--- src/rtl/etu_tmo_pkg.sv ---
package etu_tmo_pkg;

  typedef enum logic [2:0] {
    CFG_OFF,
    CFG_H16,
    CFG_H16_L8,
    CFG_H16_L8G,
    CFG_F24,
    CFG_F24S
  } cfg_t;

  localparam logic [7:0] CODE_STOP    = 8'h00;
  localparam logic [7:0] CODE_H16     = 8'h61;
  localparam logic [7:0] CODE_H16_L8  = 8'h65;
  localparam logic [7:0] CODE_F24     = 8'h68;
  localparam logic [7:0] CODE_F24S    = 8'h7C;
  localparam logic [7:0] CODE_H16_L8G = 8'hE5;

  // map a written mode byte to an arrangement; unknown bytes stop
  function automatic cfg_t decode_mode(input logic [7:0] code);
    case (code)
      CODE_H16:     return CFG_H16;
      CODE_H16_L8:  return CFG_H16_L8;
      CODE_H16_L8G: return CFG_H16_L8G;
      CODE_F24:     return CFG_F24;
      CODE_F24S:    return CFG_F24S;
      default:      return CFG_OFF;
    endcase
  endfunction

  // the tick that finds this value ends the count (zero ends at once)
  function automatic logic at_last(input logic [63:0] v);
    return v <= 64'd1;
  endfunction

  function automatic logic is_chain(input cfg_t c);
    return (c == CFG_F24) || (c == CFG_F24S);
  endfunction

  function automatic logic uses_lo(input cfg_t c);
    return (c == CFG_H16_L8) || (c == CFG_H16_L8G);
  endfunction

endpackage

--- src/rtl/etu_tmo_regs.sv ---
module etu_tmo_regs #(
  parameter int W  = 8,
  parameter int N  = 3,
  parameter int AW = 2
) (
  input  logic           clk,
  input  logic           rst_n,
  input  logic           wr_en,
  input  logic [AW-1:0]  wr_addr,
  input  logic [W-1:0]   wr_data,
  output logic [N*W-1:0] rl_all,
  output logic [7:0]     mode_q,
  output logic           mode_wr
);
  localparam logic [AW-1:0] MODE_ADDR = AW'(N);

  for (genvar i = 0; i < N; i++) begin : g_rl
    logic [W-1:0] rl_q;
    always_ff @(posedge clk) begin
      if (!rst_n)
        rl_q <= '0;
      else if (wr_en && wr_addr == AW'(i))
        rl_q <= wr_data;
    end
    assign rl_all[i*W +: W] = rl_q;
  end

  assign mode_wr = wr_en && (wr_addr == MODE_ADDR);

  always_ff @(posedge clk) begin
    if (!rst_n)
      mode_q <= '0;
    else if (mode_wr)
      mode_q <= 8'(wr_data);
  end
endmodule

--- src/rtl/etu_tmo_count.sv ---
module etu_tmo_count
  import etu_tmo_pkg::*;
#(
  parameter int W         = 8,
  parameter int GUARD_ETU = 12
) (
  input  logic         clk,
  input  logic         rst_n,
  input  logic         mode_wr,
  input  logic [7:0]   mode_code,
  input  logic [3*W-1:0] rl_all,
  input  logic         tick,
  input  logic         sbit,
  output logic         evt_lo,
  output logic         evt_hi
);
  localparam int FW = 3 * W;
  localparam int GW = $clog2(GUARD_ETU + 1);

  cfg_t          cfg_q;
  logic [2*W-1:0] hi_q;
  logic [W-1:0]   lo_q;
  logic          hi_run, lo_run, lo_arm;
  logic [GW-1:0] guard_q;

  cfg_t         cfg_new;
  logic         chain, s_load24, s_load8, hi_step, lo_step, guard_end;
  logic [FW-1:0] full;

  assign cfg_new  = decode_mode(mode_code);
  assign chain    = is_chain(cfg_q);
  assign full     = {hi_q, lo_q};
  assign s_load24 = (cfg_q == CFG_F24S) && sbit && !mode_wr;
  assign s_load8  = !chain && lo_arm && sbit && !mode_wr;
  assign hi_step  = tick && hi_run && !s_load24 && !mode_wr;
  assign lo_step  = tick && lo_run && !mode_wr;
  assign evt_hi   = hi_step && (chain ? at_last(64'(full)) : at_last(64'(hi_q)));
  assign evt_lo   = lo_step && at_last(64'(lo_q));
  assign guard_end = (cfg_q == CFG_H16_L8G) && lo_step &&
                     (guard_q == GW'(GUARD_ETU - 1));

  always_ff @(posedge clk) begin
    if (!rst_n) begin
      cfg_q   <= CFG_OFF;
      hi_q    <= '0;
      lo_q    <= '0;
      hi_run  <= 1'b0;
      lo_run  <= 1'b0;
      lo_arm  <= 1'b0;
      guard_q <= '0;
    end else if (mode_wr) begin
      cfg_q   <= cfg_new;
      lo_run  <= 1'b0;
      guard_q <= '0;
      lo_arm  <= uses_lo(cfg_new);
      hi_run  <= (cfg_new == CFG_H16) || uses_lo(cfg_new) || (cfg_new == CFG_F24);
      if (cfg_new == CFG_F24) begin
        {hi_q, lo_q} <= rl_all;
      end else begin
        hi_q <= rl_all[FW-1:W];
        lo_q <= '0;
      end
    end else if (chain) begin
      if (s_load24) begin
        {hi_q, lo_q} <= rl_all;
        hi_run       <= 1'b1;
      end else if (hi_step) begin
        {hi_q, lo_q} <= evt_hi ? '0 : full - FW'(1);
        if (evt_hi) hi_run <= 1'b0;
      end
    end else begin
      if (hi_step) begin
        hi_q <= evt_hi ? '0 : hi_q - 1'b1;
        if (evt_hi) hi_run <= 1'b0;
      end
      if (s_load8) begin
        lo_q    <= rl_all[W-1:0];
        lo_run  <= 1'b1;
        lo_arm  <= 1'b0;
        guard_q <= '0;
      end else if (lo_step) begin
        lo_q    <= evt_lo ? rl_all[W-1:0] : lo_q - 1'b1;
        guard_q <= guard_q + 1'b1;
        if (guard_end) lo_run <= 1'b0;
      end
    end
  end
endmodule

--- src/rtl/etu_tmo_flags.sv ---
module etu_tmo_flags (
  input  logic clk,
  input  logic rst_n,
  input  logic set_lo,
  input  logic set_hi,
  input  logic clr,
  output logic to_lo,
  output logic to_hi
);
  // a set in the same cycle as a clear wins
  always_ff @(posedge clk) begin
    if (!rst_n) begin
      to_lo <= 1'b0;
      to_hi <= 1'b0;
    end else begin
      to_lo <= (to_lo && !clr) || set_lo;
      to_hi <= (to_hi && !clr) || set_hi;
    end
  end
endmodule

--- src/rtl/etu_tmo_bank.sv ---
module etu_tmo_bank #(
  parameter int CNT_W     = 8,
  parameter int GUARD_ETU = 12,
  parameter int ADDR_W    = 2
) (
  input  logic              clk,
  input  logic              rst_n,
  input  logic              wr_en,
  input  logic [ADDR_W-1:0] wr_addr,
  input  logic [CNT_W-1:0]  wr_data,
  input  logic              stat_rd,
  input  logic              etu_tick,
  input  logic              start_bit,
  output logic [7:0]        mode_rd,
  output logic              flag_c1,
  output logic              flag_c3,
  output logic              irq
);
  localparam int NCNT = 3;

  logic [NCNT*CNT_W-1:0] rl_all;
  logic                  mode_wr;
  logic                  evt_lo_tc, evt_hi_tc;

  etu_tmo_regs #(.W(CNT_W), .N(NCNT), .AW(ADDR_W)) u_regs (
    .clk(clk), .rst_n(rst_n), .wr_en(wr_en), .wr_addr(wr_addr),
    .wr_data(wr_data), .rl_all(rl_all), .mode_q(mode_rd), .mode_wr(mode_wr)
  );

  etu_tmo_count #(.W(CNT_W), .GUARD_ETU(GUARD_ETU)) u_cnt (
    .clk(clk), .rst_n(rst_n), .mode_wr(mode_wr), .mode_code(8'(wr_data)),
    .rl_all(rl_all), .tick(etu_tick), .sbit(start_bit),
    .evt_lo(evt_lo_tc), .evt_hi(evt_hi_tc)
  );

  etu_tmo_flags u_flags (
    .clk(clk), .rst_n(rst_n), .set_lo(evt_lo_tc), .set_hi(evt_hi_tc),
    .clr(stat_rd), .to_lo(flag_c1), .to_hi(flag_c3)
  );

  assign irq = flag_c1 | flag_c3;
endmodule


--- config.mk ---
export PLATFORM = sky130hd
export DESIGN_NAME = etu_tmo_bank
export DESIGN_NICKNAME = d
export VERILOG_FILES = /design/src/rtl/etu_tmo_pkg.sv /design/src/rtl/etu_tmo_regs.sv /design/src/rtl/etu_tmo_count.sv /design/src/rtl/etu_tmo_flags.sv /design/src/rtl/etu_tmo_bank.sv
export SDC_FILE = /design/constraint.sdc
export NUM_CORES = 1
export LEC_CHECK = 0
export ABC_AREA = 1
export ABC_CLOCK_PERIOD_IN_PS = 1700
export BUFFER_PORTS_ARGS = -buffer_cell sky130_fd_sc_hd__buf_2
export CORE_MARGIN = 3
export CORE_UTILIZATION = 25
export DETAILED_ROUTE_END_ITERATION = 8
export HOLD_SLACK_MARGIN = 0.02
export PLACE_DENSITY = 0.42
export SLEW_MARGIN = 20
export SYNTH_ARGS = -nofsm -noshare
export SYNTH_HDL_FRONTEND = slang
export SYNTH_SLANG_ARGS = --single-unit
export TNS_END_PERCENT = 50
--- constraint.sdc ---
create_clock -name clk -period 1.7 [get_ports clk]
set_input_delay 0.425 -clock clk [delete_from_list [all_inputs] [get_ports clk]]
set_output_delay 0.425 -clock clk [all_outputs]
set_load 0.01 [all_outputs]
Word-level counts from Yosys, hierarchy flattened
Cells that the tools add are included.
{"block": "totals", "register_bits": 68, "in_bits": 16, "wordCells": 114, "memories": 0, "latchBits": 0, "rom_bits": 0, "ramBits": 0, "out_inout_bits": 11}
{"block": "op_classes", "n_eq_ne": 18, "multipliers": 0, "add_sub_neg": 4, "shift": 0, "bitwise": 3, "reduce_logical": 43, "magnitude_cmp": 3, "div_mod_pow": 0, "n_mux": 30}
{"cell": "2-to-1 mux 16 bit", "n": 6}
{"cell": "2-to-1 mux 8 bit", "n": 8}
{"cell": "== test 8 x 7 -> 1 bit, second input constant", "n": 4}
{"cell": "<= comparator 24 x 1 -> 1 bit, second input constant", "n": 1}
{"cell": "2-to-1 mux 24 bit", "n": 1}
{"cell": "subtractor 24 x 1 -> 24 bit, second input constant", "n": 1}
{"cell": "logical AND 1 bit", "n": 20}
{"cell": "<= comparator 16 x 1 -> 1 bit, second input constant", "n": 1}
{"cell": "subtractor 16 x 1 -> 16 bit, second input constant", "n": 1}
{"cell": "case mux 3 bit (5 select lines)", "n": 1}
{"cell": "2-to-1 mux 1 bit", "n": 12}
{"cell": "== test 3 x 2 -> 1 bit, second input constant", "n": 3}
{"cell": "== test 3 bit, second input constant", "n": 3}
{"cell": "== test 8 bit, second input constant", "n": 1}
{"cell": "<= comparator 8 x 1 -> 1 bit, second input constant", "n": 1}
{"cell": "2-to-1 mux 4 bit", "n": 2}
{"cell": "AND reduction 2 bit", "n": 4}
{"cell": "subtractor 8 x 1 -> 8 bit, second input constant", "n": 1}
{"cell": "logical OR 1 bit", "n": 6}
{"cell": "nonzero test 2 bit", "n": 3}
{"cell": "nonzero test 3 bit", "n": 2}
{"cell": "adder 4 x 1 -> 4 bit, second input constant", "n": 1}
{"cell": "== test 2 bit, second input constant", "n": 2}
{"cell": "== test 4 bit, second input constant", "n": 1}
{"cell": "other kinds (11)", "n": 15}

Longest topological paths before layout
Gate-level depths: netlist of the first run.
{"block": "logic_depth", "depth_word": 13, "ltp_mapped": 15, "depth_no_buf": 15}

By module
Synthesis of the first run repeated with hierarchy kept, for this count alone.
{"block": "hier_totals", "hier_cells": 747, "hier_area_um2": 4469.3}
{"mod": "etu_tmo_count", "instances": 1, "seq_area_each_um2": 680.7, "cells_per_inst": 526, "area_per_inst_um2": 3034.2}
{"mod": "etu_tmo_regs", "instances": 1, "seq_area_each_um2": 640.6, "cells_per_inst": 208, "area_per_inst_um2": 1351.3}
{"mod": "etu_tmo_flags", "instances": 1, "seq_area_each_um2": 40.0, "cells_per_inst": 10, "area_per_inst_um2": 72.6}
{"mod": "etu_tmo_bank", "instances": 1, "seq_area_each_um2": 0.0, "cells_per_inst": 3, "area_per_inst_um2": 11.3}

Worst setup path before layout of the first run
OpenSTA, ideal clock, no wires.
{"block": "synth_timing", "path_kind": "register -> register", "from": "reg u_cnt.hi_q[0]", "to": "reg u_cnt.hi_q[3]", "setup_time_ns": 0.114, "path_stages_with_launch": 13, "path_buffers": 1, "required_time_ns": 1.586, "period_less_slack_ns": 1.727, "slack_ns": -0.027, "arrival_time_ns": 1.613, "cell_sequence": "dfxtp_1 > inv_1 > ha_1 > nand2_2 > nor2_2 > nand2_2 > nand2_2 > nand2_4 > buf_6 > nand3_1 > nand3_1 > o21bai_1 > inv_1"}
{"block": "synth_via", "elab_chain_len": 8, "elab_cells_between_ends": 13, "cone_classes": "2 x add/sub; 2 x order compare; 8 x mux; 1 x reduce/logical"}
{"item": "start, declared", "line": "etu_tmo_count.sv:21", "rtl": "logic [2*W-1:0] hi_q;"}
{"item": "start signal, assigned", "line": "etu_tmo_count.sv:58", "rtl": "{hi_q, lo_q} <= rl_all;"}
{"item": "start signal, assigned", "line": "etu_tmo_count.sv:60", "rtl": "hi_q <= rl_all[FW-1:W];"}
{"item": "start signal, assigned", "line": "etu_tmo_count.sv:65", "rtl": "{hi_q, lo_q} <= rl_all;"}
{"item": "<= comparator 24 x 1 -> 1 bit / <= comparator 16 x 1 -> 1 bit (equally long branches)", "line": "etu_tmo_pkg.sv:33", "rtl": "return v <= 64'd1;"}
{"item": "2-to-1 mux 1 bit", "line": "etu_tmo_count.sv:37", "rtl": "assign evt_hi = hi_step && (chain ? at_last(64'(full)) : at_last(64'(hi_q)));"}
{"item": "logical AND 1 bit", "line": "etu_tmo_count.sv:37"}
{"item": "2-to-1 mux 24 bit", "line": "etu_tmo_count.sv:68", "rtl": "{hi_q, lo_q} <= evt_hi ? '0 : full - FW'(1);"}
{"item": "2-to-1 mux 16 bit", "line": "etu_tmo_count.sv:67", "rtl": "end else if (hi_step) begin"}
{"item": "2-to-1 mux 16 bit", "line": "etu_tmo_count.sv:64", "rtl": "if (s_load24) begin"}
{"item": "2-to-1 mux 16 bit (*)", "line": "etu_tmo_count.sv:63", "rtl": "end else if (chain) begin"}
{"item": "2-to-1 mux 16 bit (*)", "line": "etu_tmo_count.sv:51", "rtl": "end else if (mode_wr) begin"}
Mark *: on every way between the ends. The rest lies on a longest branch, timed or not. The select of a mux whose other input is x is not followed.
A chain may end at the register's enable or synchronous reset.

Final worst setup path of the first run
{"block": "layout_timing", "from": "reg u_cnt.hi_q[0]", "to": "reg u_cnt.hi_q[14]"}
The elaborated chain is that of the path after synthesis.

==> run metrics, run 1 <==
run status=finished, violations left; violated checks=setup timing; Switching Share=31.4%; unrepaired setup endpoints after global routing=true; die area=between 15000 and 20000 um^2; Setup CP Type=flip-flop to flip-flop; chip height=137 um; Worst Hold Class=input pin to flip-flop; Layout Cells excl Fill=roughly 1000; Critical Path Max Stage Delay=about 0.37 ns; final hold slack=0.350 ns; total I/O pin count=27; drt total wl=15100 um; NetSw=about 1600 uW; Pins Over Slew Limit=0; Clk pwr share=a little under two fifths; vias per inst=roughly 4.6; Seq/Total Area, Yosys=a little under a third; CP Max Fanout=4; Layout fillers=~1800; leading area contributor after synthesis=dfxtp_1; Inst Count DP=about 1000; crit path launch type=flip-flop; Setup TNS Final=-0.00459 ns; leakage power=0.00305 uW; internal power=approximately 3500 uW; Finish-stage setup viols=1; cells after synthesis=661; DRC violations left=0; slack of the critical path=-0.00459 ns; Multi-input gate area=slightly below 3000 um^2; Critical Path Sink Type=flip-flop; GRT Residual Overflow=0; first-pass detailed-route iteration total=5; Crit path top cell by count=nand2_1; EDFF count, synth=0; fin util=between 30 and 40%; initial antenna violation count=0; cts bufs inserted=9; crit-path cells=inv_4, ha_4, buf_6, buf_6, nand2_4, nor2_4, nand2_4, buf_6, nand3_2, nand2_1, nand2_1, nand3_2, nand2_1, nand2_1, a21oi_2; clock skew=~0.0085 ns; crit path time final=approximately 1.7 ns; Yosys warning total=0; Peak VDD IR=0.000463 V; top post-synthesis cells by count=147 x nand2_1, 72 x inv_1, 69 x nor2_1; final hold vios=0; Max Clk Rate=0.587 GHz; vias in the first global route=~4400; Most used DFF post-synth=dfxtp_1; Worst Path Buf+Inv=4; share of cells above drive strength 1=between 30% and 40%; top-count cell post-synth=nand2_1; worst skew pair latency=roughly 0.34 ns; Worst EP arrival=~2 ns; Slew HR=approximately three quarters; Seq. cell area=roughly 1400 um^2; number of port buffers=26; DRT iter0 DRCs=a little over 300; Final period util=100%; CP Data Required Time=~2 ns; Routed wire per std cell=between 10 and 15 um; global-route wire length before repair=23400 um; Crit-path slowest cell=dfxtp_4; clock tree from TritonCTS=yes; CTS Hold Buffers Added=0; ys async rst share=0%; max-capacitance violation count=0; Placer Congestion=between 0.8 and 0.9; top-area cell type share of the netlist area=31.8%; H-tree depth=3; # diodes=0; Power Dens Cells=802 nW/um^2; Starting Density=25.7%; clock root buffer master=clkbuf_16; #FFs+latches synth=between 60 and 70; CTS sink cnt=68; Synth area leaders=dfxtp_1 32%, nand2_1 13%, o21ai_0 7.5%; GRT Total Usage=16.3%; DP Wirelength=11200 um; Flop pwr share=between 30% and 40%; nets=roughly 830; vias=between 4000 and 5000; # rows=47; number of distinct library cells after synthesis=36; Die Width=137 um; Logic pwr share=between 20% and 30%; Mean Syn Cell Area=roughly 6.5 um^2; Final Total Pwr=just over 5000 uW; Slew @ Worst Pin=roughly 0.36 ns; CORE AREA=between 15000 and 20000 um^2; P&R area growth vs syn=49.7%; largest net degree at the start of global routing=41; clk slew on worst S/H paths=0.06 ns; Synth Cell Area=about 4300 um^2; delay-heaviest family, CP=simple AND/OR/NAND/NOR gates; Max clock buf depth=2; Routed Antenna Nets=0; Syn Nets=~680
power by group through the flow:
stage               Clock [uW]  Sequential, uW  Combinational, uW
finish                    1970            1730               1440
global route              2090            1730               1580
CTS                       2020            1720               1230
detailed placement           0            1750               1140
global placement             0            1750               1140
floorplan                    0            1750                653
layer usage:
| metal | wire, um | part of all wire, % | global-route usage (%) |
|---|---|---|---|
| met1 | 7380 | 49 | 23.1 |
| met4 | 204 | 1.3 | 4.10 |
| met5 | 0 | 0 | 0 |
| met3 | 517 | 3.4 | 2.57 |
| met2 | 7020 | 46 | 26.0 |
registers in the layout (all words and copies together), names as in the netlist:
name	flops
u_regs.mode_q	8
u_flags.to_lo	1
u_cnt.hi_run	1
u_cnt.guard_q	4
u_cnt.cfg_q	3
u_flags.to_hi	1
u_regs.g_rl.rl_q	24
u_cnt.lo_q	8
u_cnt.lo_run	1
u_cnt.hi_q	16
u_cnt.lo_arm	1
stage by stage:
stage	instance area [um^2]	setup slack (ns)
global route	6410	-0.134
floorplan	4280	0.000904
global placement	5430	-0.167
finish	6410	-0.00459
CTS	5950	-0.0184
detailed placement	5430	-0.155
timing repair:
action,CTS,global route
cloned,1,2
endpoints found under the setup margin,24,24
gates resized for setup,39,86
buffers inserted,10,8
pin swaps,15,44
worst reg2reg max path, stage by stage (launching register included):
cell     delay, ns
dfxtp_4       0.37
inv_4         0.08
ha_4          0.16
buf_6         0.11
buf_6         0.09
nand2_4       0.05
nor2_4        0.10
nand2_4       0.07
buf_6         0.12
nand3_2       0.05
nand2_1       0.05
nand2_1       0.07
nand3_2       0.07
nand2_1       0.06
nand2_1       0.06
a21oi_2       0.13
cells by family after synthesis:
kind of cell | share of synthesized area [%]
DFF | 31.8
buffers and inverters | 9.47
adders and majority gates | 1.75
xor gates and xnor gates | 5.73
and+or+nand+nor | 34.7
AOI/OAI and AO/OA | 16.6
cell usage in the layout (no fill, tap or decap), types with 10 or more instances in the layout:
master,count
nand3_1,40
buf_2,26
nor2_2,16
o21ai_0,60
nor2_1,50
nand3_2,17
buf_4,111
nor2_4,17
clkbuf_16,11
inv_2,11
nand2_4,10
xor2_1,21
nand4_1,11
a21oi_1,51
dfxtp_1,57
nand2_1,134
inv_1,65
nand2_2,16
area by class of cell:
cell class | instances | share of cell area [%]
clock buffer | 11 | 3.94
clock inverter | 5 | 0.918
inverter | 81 | 4.84
multi-input combinational | 494 | 45.4
sequential | 68 | 21.5
tap | 220 | 4.30
timing repair buffer | 152 | 19.0
path summary, 6_finish.rpt:
check                                     start                            end  slack (ns)  depth (start not counted)
setup / recovery     u_cnt.hi_q[0]$_SDFFE_PN0P_    u_cnt.hi_q[14]$_SDFFE_PN0P_      -0.005                         15
hold / removal                          stat_rd       u_flags.to_lo$_SDFF_PN0_        0.35                          4
setup reg to reg     u_cnt.hi_q[0]$_SDFFE_PN0P_    u_cnt.hi_q[14]$_SDFFE_PN0P_      -0.005                         15
hold reg to reg   u_regs.mode_q[3]$_SDFFE_PN0P_  u_regs.mode_q[3]$_SDFFE_PN0P_        0.45                          2
No activity file was read; power rests on OpenSTA's default activity.
==> inputs of run 2 (changes only) <==
PLACE_DENSITY = unset   (was 0.42)
==> run 2 against run 1 <==
Compared with the run above:
- non-clock buffer count down 10
- worst hold slack better by 0.015 ns
- critical endpoint is now u_cnt.hi_q[0]$_SDFFE_PN0P_
- clock power about the same
- the flow still finishes with violations (setup timing)
- via count up 1.5%
- cell area down 3.7%
- sequential cell count unchanged
- critical path type unchanged
- highest routed layer unchanged
- setup slack worse by 0.059 ns
==> run metrics, run 2 (same netlist as run 1, synthesis figures left out) <==
run status=finished, violations left; violated checks=setup timing; DRT iter0 DRCs=466 (+50%); H-tree depth=3 (unchanged); leakage power=0.00293 uW (-3.9%); GR Layer Usage met2=24.0% (-1.9 points); final hold vios=0 (unchanged); Layout fillers=1692 (-4.4%); grt peak-use layer=met2; unrepaired setup endpoints after global routing=true; met3 GRT Util=3.16% (+0.59 points); clock tree from TritonCTS=yes; P&R area growth vs syn=44.2%; GRT Total Usage=15.3% (-0.99 points); chip height=137 um (unchanged); post-route cell area=6170 um^2 (-3.7%); Crit-path slowest cell=dfxtp_2; worst hold path stage count=4 (unchanged); crit-path cells=inv_4, ha_4, buf_6, nand2_4, nor2_4, nand2_4, nand2_8, nand2_8, buf_6, nand3_1, nand4_1, nand2_1, inv_1; Routed Antenna Nets=0 (unchanged); Slew HR=78.0% (+2.2 points); number of port buffers=26 (unchanged); Setup TNS Final=-0.0826 ns (-0.0780 ns); Routed wire per std cell=13.9 um (-5.1%); first-pass detailed-route iteration total=5 (unchanged); Critical Path Max Stage Delay=0.34 ns (-0.03 ns); Largest Register=u_regs.g_rl.rl_q; max-capacitance violation count=0 (unchanged); Power Dens Cells=807 nW/um^2 (+0.60%); worst slack at placement=-0.227 ns (-0.0729 ns); total I/O pin count=27 (unchanged); RR Startpoint=u_cnt.hi_q[1]$_SDFFE_PN0P_; drt total wl=14200 um (-5.9%); vias in the first global route=4339 (-0.96%); Max Clk Rate=0.567 GHz (-3.3%); Max clock buf depth=2 (unchanged); clk slew on worst S/H paths=0.06 ns (about the same); worst r2r path cells=13 (-2); RR Endpoint=u_cnt.hi_q[0]$_SDFFE_PN0P_; global-route wire length before repair=22700 um (-3.0%); Die Width=137 um (unchanged); most frequent cells in the layout=136 x nand2_1, 105 x buf_4, 68 x inv_1; max reg flops=24 (unchanged); Placer Congestion=0.886 (-0.25%); CP Data Required Time=1.94 ns (-0.03 ns); initial antenna violation count=0 (unchanged); Setup CP Type=flip-flop to flip-flop; Finish-stage setup viols=5 (+4); Worst EP arrival=2.00 ns (+0.03 ns); flop2flop setup slack=-0.06 ns (-0.06 ns); # rows=47 (unchanged); # diodes=0 (unchanged); GRT Residual Overflow=0 (unchanged); CTS sink cnt=68 (unchanged); Peak VDD IR=0.000643 V (+39%); most common cell after layout, fill and taps aside=nand2_1; Starting Density=25.7% (unchanged); DRC violations left=0 (unchanged); vias=4799 (+1.5%); share of cells above drive strength 1=32.0% (-3.6 points); Pins Over Slew Limit=0 (unchanged); worst hold start=stat_rd; CORE AREA=16600 um^2 (unchanged); Layout Cells excl Fill=1022 (-0.87%); Slew @ Worst Pin=0.328 ns (-0.0323 ns); nets=819 (-1.1%); crit path launch type=flip-flop; Cell Area, Placed=5390 um^2 (-0.83%); slack of the critical path=-0.0634 ns (-0.0588 ns); Critical Path Sink Type=flip-flop; Worst Hold Class=input pin to flip-flop; Endpoint, Worst Hold=u_flags.to_lo$_SDFF_PN0_; CTS Hold Buffers Added=0 (unchanged); Global Route met1 Usage=20.8% (-2.3 points); vias per inst=4.70 (+2.4%); largest net degree at the start of global routing=25 (-39%); Inst Count DP=994 (-0.10%); die area=18700 um^2 (unchanged); cts bufs inserted=9 (unchanged); worst skew pair latency=0.34 ns (about the same); DP Wirelength=10500 um (-6.4%); clock root buffer master=clkbuf_16; Final period util=104% (+3.5 points); clock skew=0.0120 ns (+0.00351 ns); CP Max Fanout=7 (+3); biggest regs=u_regs.g_rl.rl_q x24, u_cnt.hi_q x16; crit path time final=1.76 ns (+0.0588 ns); Final Total Pwr=4980 uW (-3.2%)
-- run 2: metrics by stage --
step / hold WS (ns) / util [%]
after floorplan: 0.451 / -
after global placement: 0.439 / 32.4
after detailed placement: 0.443 / 32.4
after CTS: 0.364 / 35.2
after global routing: 0.406 / 37.1
final: 0.365 / 37.1
-- run 2: how the worst max path moves through the flow --
stage / slack, ns / cells after the start / start / endpoint
3_5_place_dp: -0.23 / 13 / wr_en / u_cnt.lo_q[1]$_SDFFE_PN0P_
4_1_cts: 0.001 / 12 / u_cnt.hi_q[4]$_SDFFE_PN0P_ / u_cnt.hi_q[12]$_SDFFE_PN0P_
2_1_floorplan: 0.0009 / 12 / u_cnt.hi_q[0]$_SDFFE_PN0P_ / u_cnt.hi_q[3]$_SDFFE_PN0P_
6_report: -0.06 / 13 / u_cnt.hi_q[1]$_SDFFE_PN0P_ / u_cnt.hi_q[0]$_SDFFE_PN0P_
5_1_grt: -0.16 / 13 / u_cnt.hi_q[1]$_SDFFE_PN0P_ / u_cnt.hi_q[0]$_SDFFE_PN0P_
3_3_place_gp: -0.23 / 13 / wr_en / u_cnt.lo_q[1]$_SDFFE_PN0P_
-- run 2: per-layer routing --
metal | routed length [um] | part of all wire [%]
met3 | 796 | 5.6
met5 | 0 | 0
met1 | 6590 | 46
met2 | 6520 | 46
met4 | 324 | 2.3
-- run 2: what timing repair did --
action,in CTS,in global routing
endpoints found under the setup margin,24,25
gates resized for setup,26,70
cloned,1,0
setup buffers,5,7
pin swaps,12,39
-- run 2: critical path: cells and delay by family (launching register included) --
kind / cells / cell delay, ns
adder cells (fa/ha/maj): 1 / 0.15
AND/OR/NAND/NOR: 8 / 0.76
flip-flops: 1 / 0.34
buffers and inverters: 4 / 0.38
-- run 2: final cells by class --
type,count,area [um^2],area share (%)
Multi-Input combinational cell,495,2850,46.1
Sequential cell,68,1370,22.2
Timing Repair Buffer,142,1060,17.2
Inverter,81,309,5.01
Tap cell,220,275,4.46
Clock buffer,13,260,4.22
Clock inverter,3,45.0,0.730
-- run 2: power breakdown --
| group | internal (uW) | switching (uW) | total (uW) |
|---|---|---|---|
| Sequential | 1660 | 60.5 | 1720 |
| Combinational | 582 | 732 | 1310 |
| Clock | 1220 | 723 | 1940 |
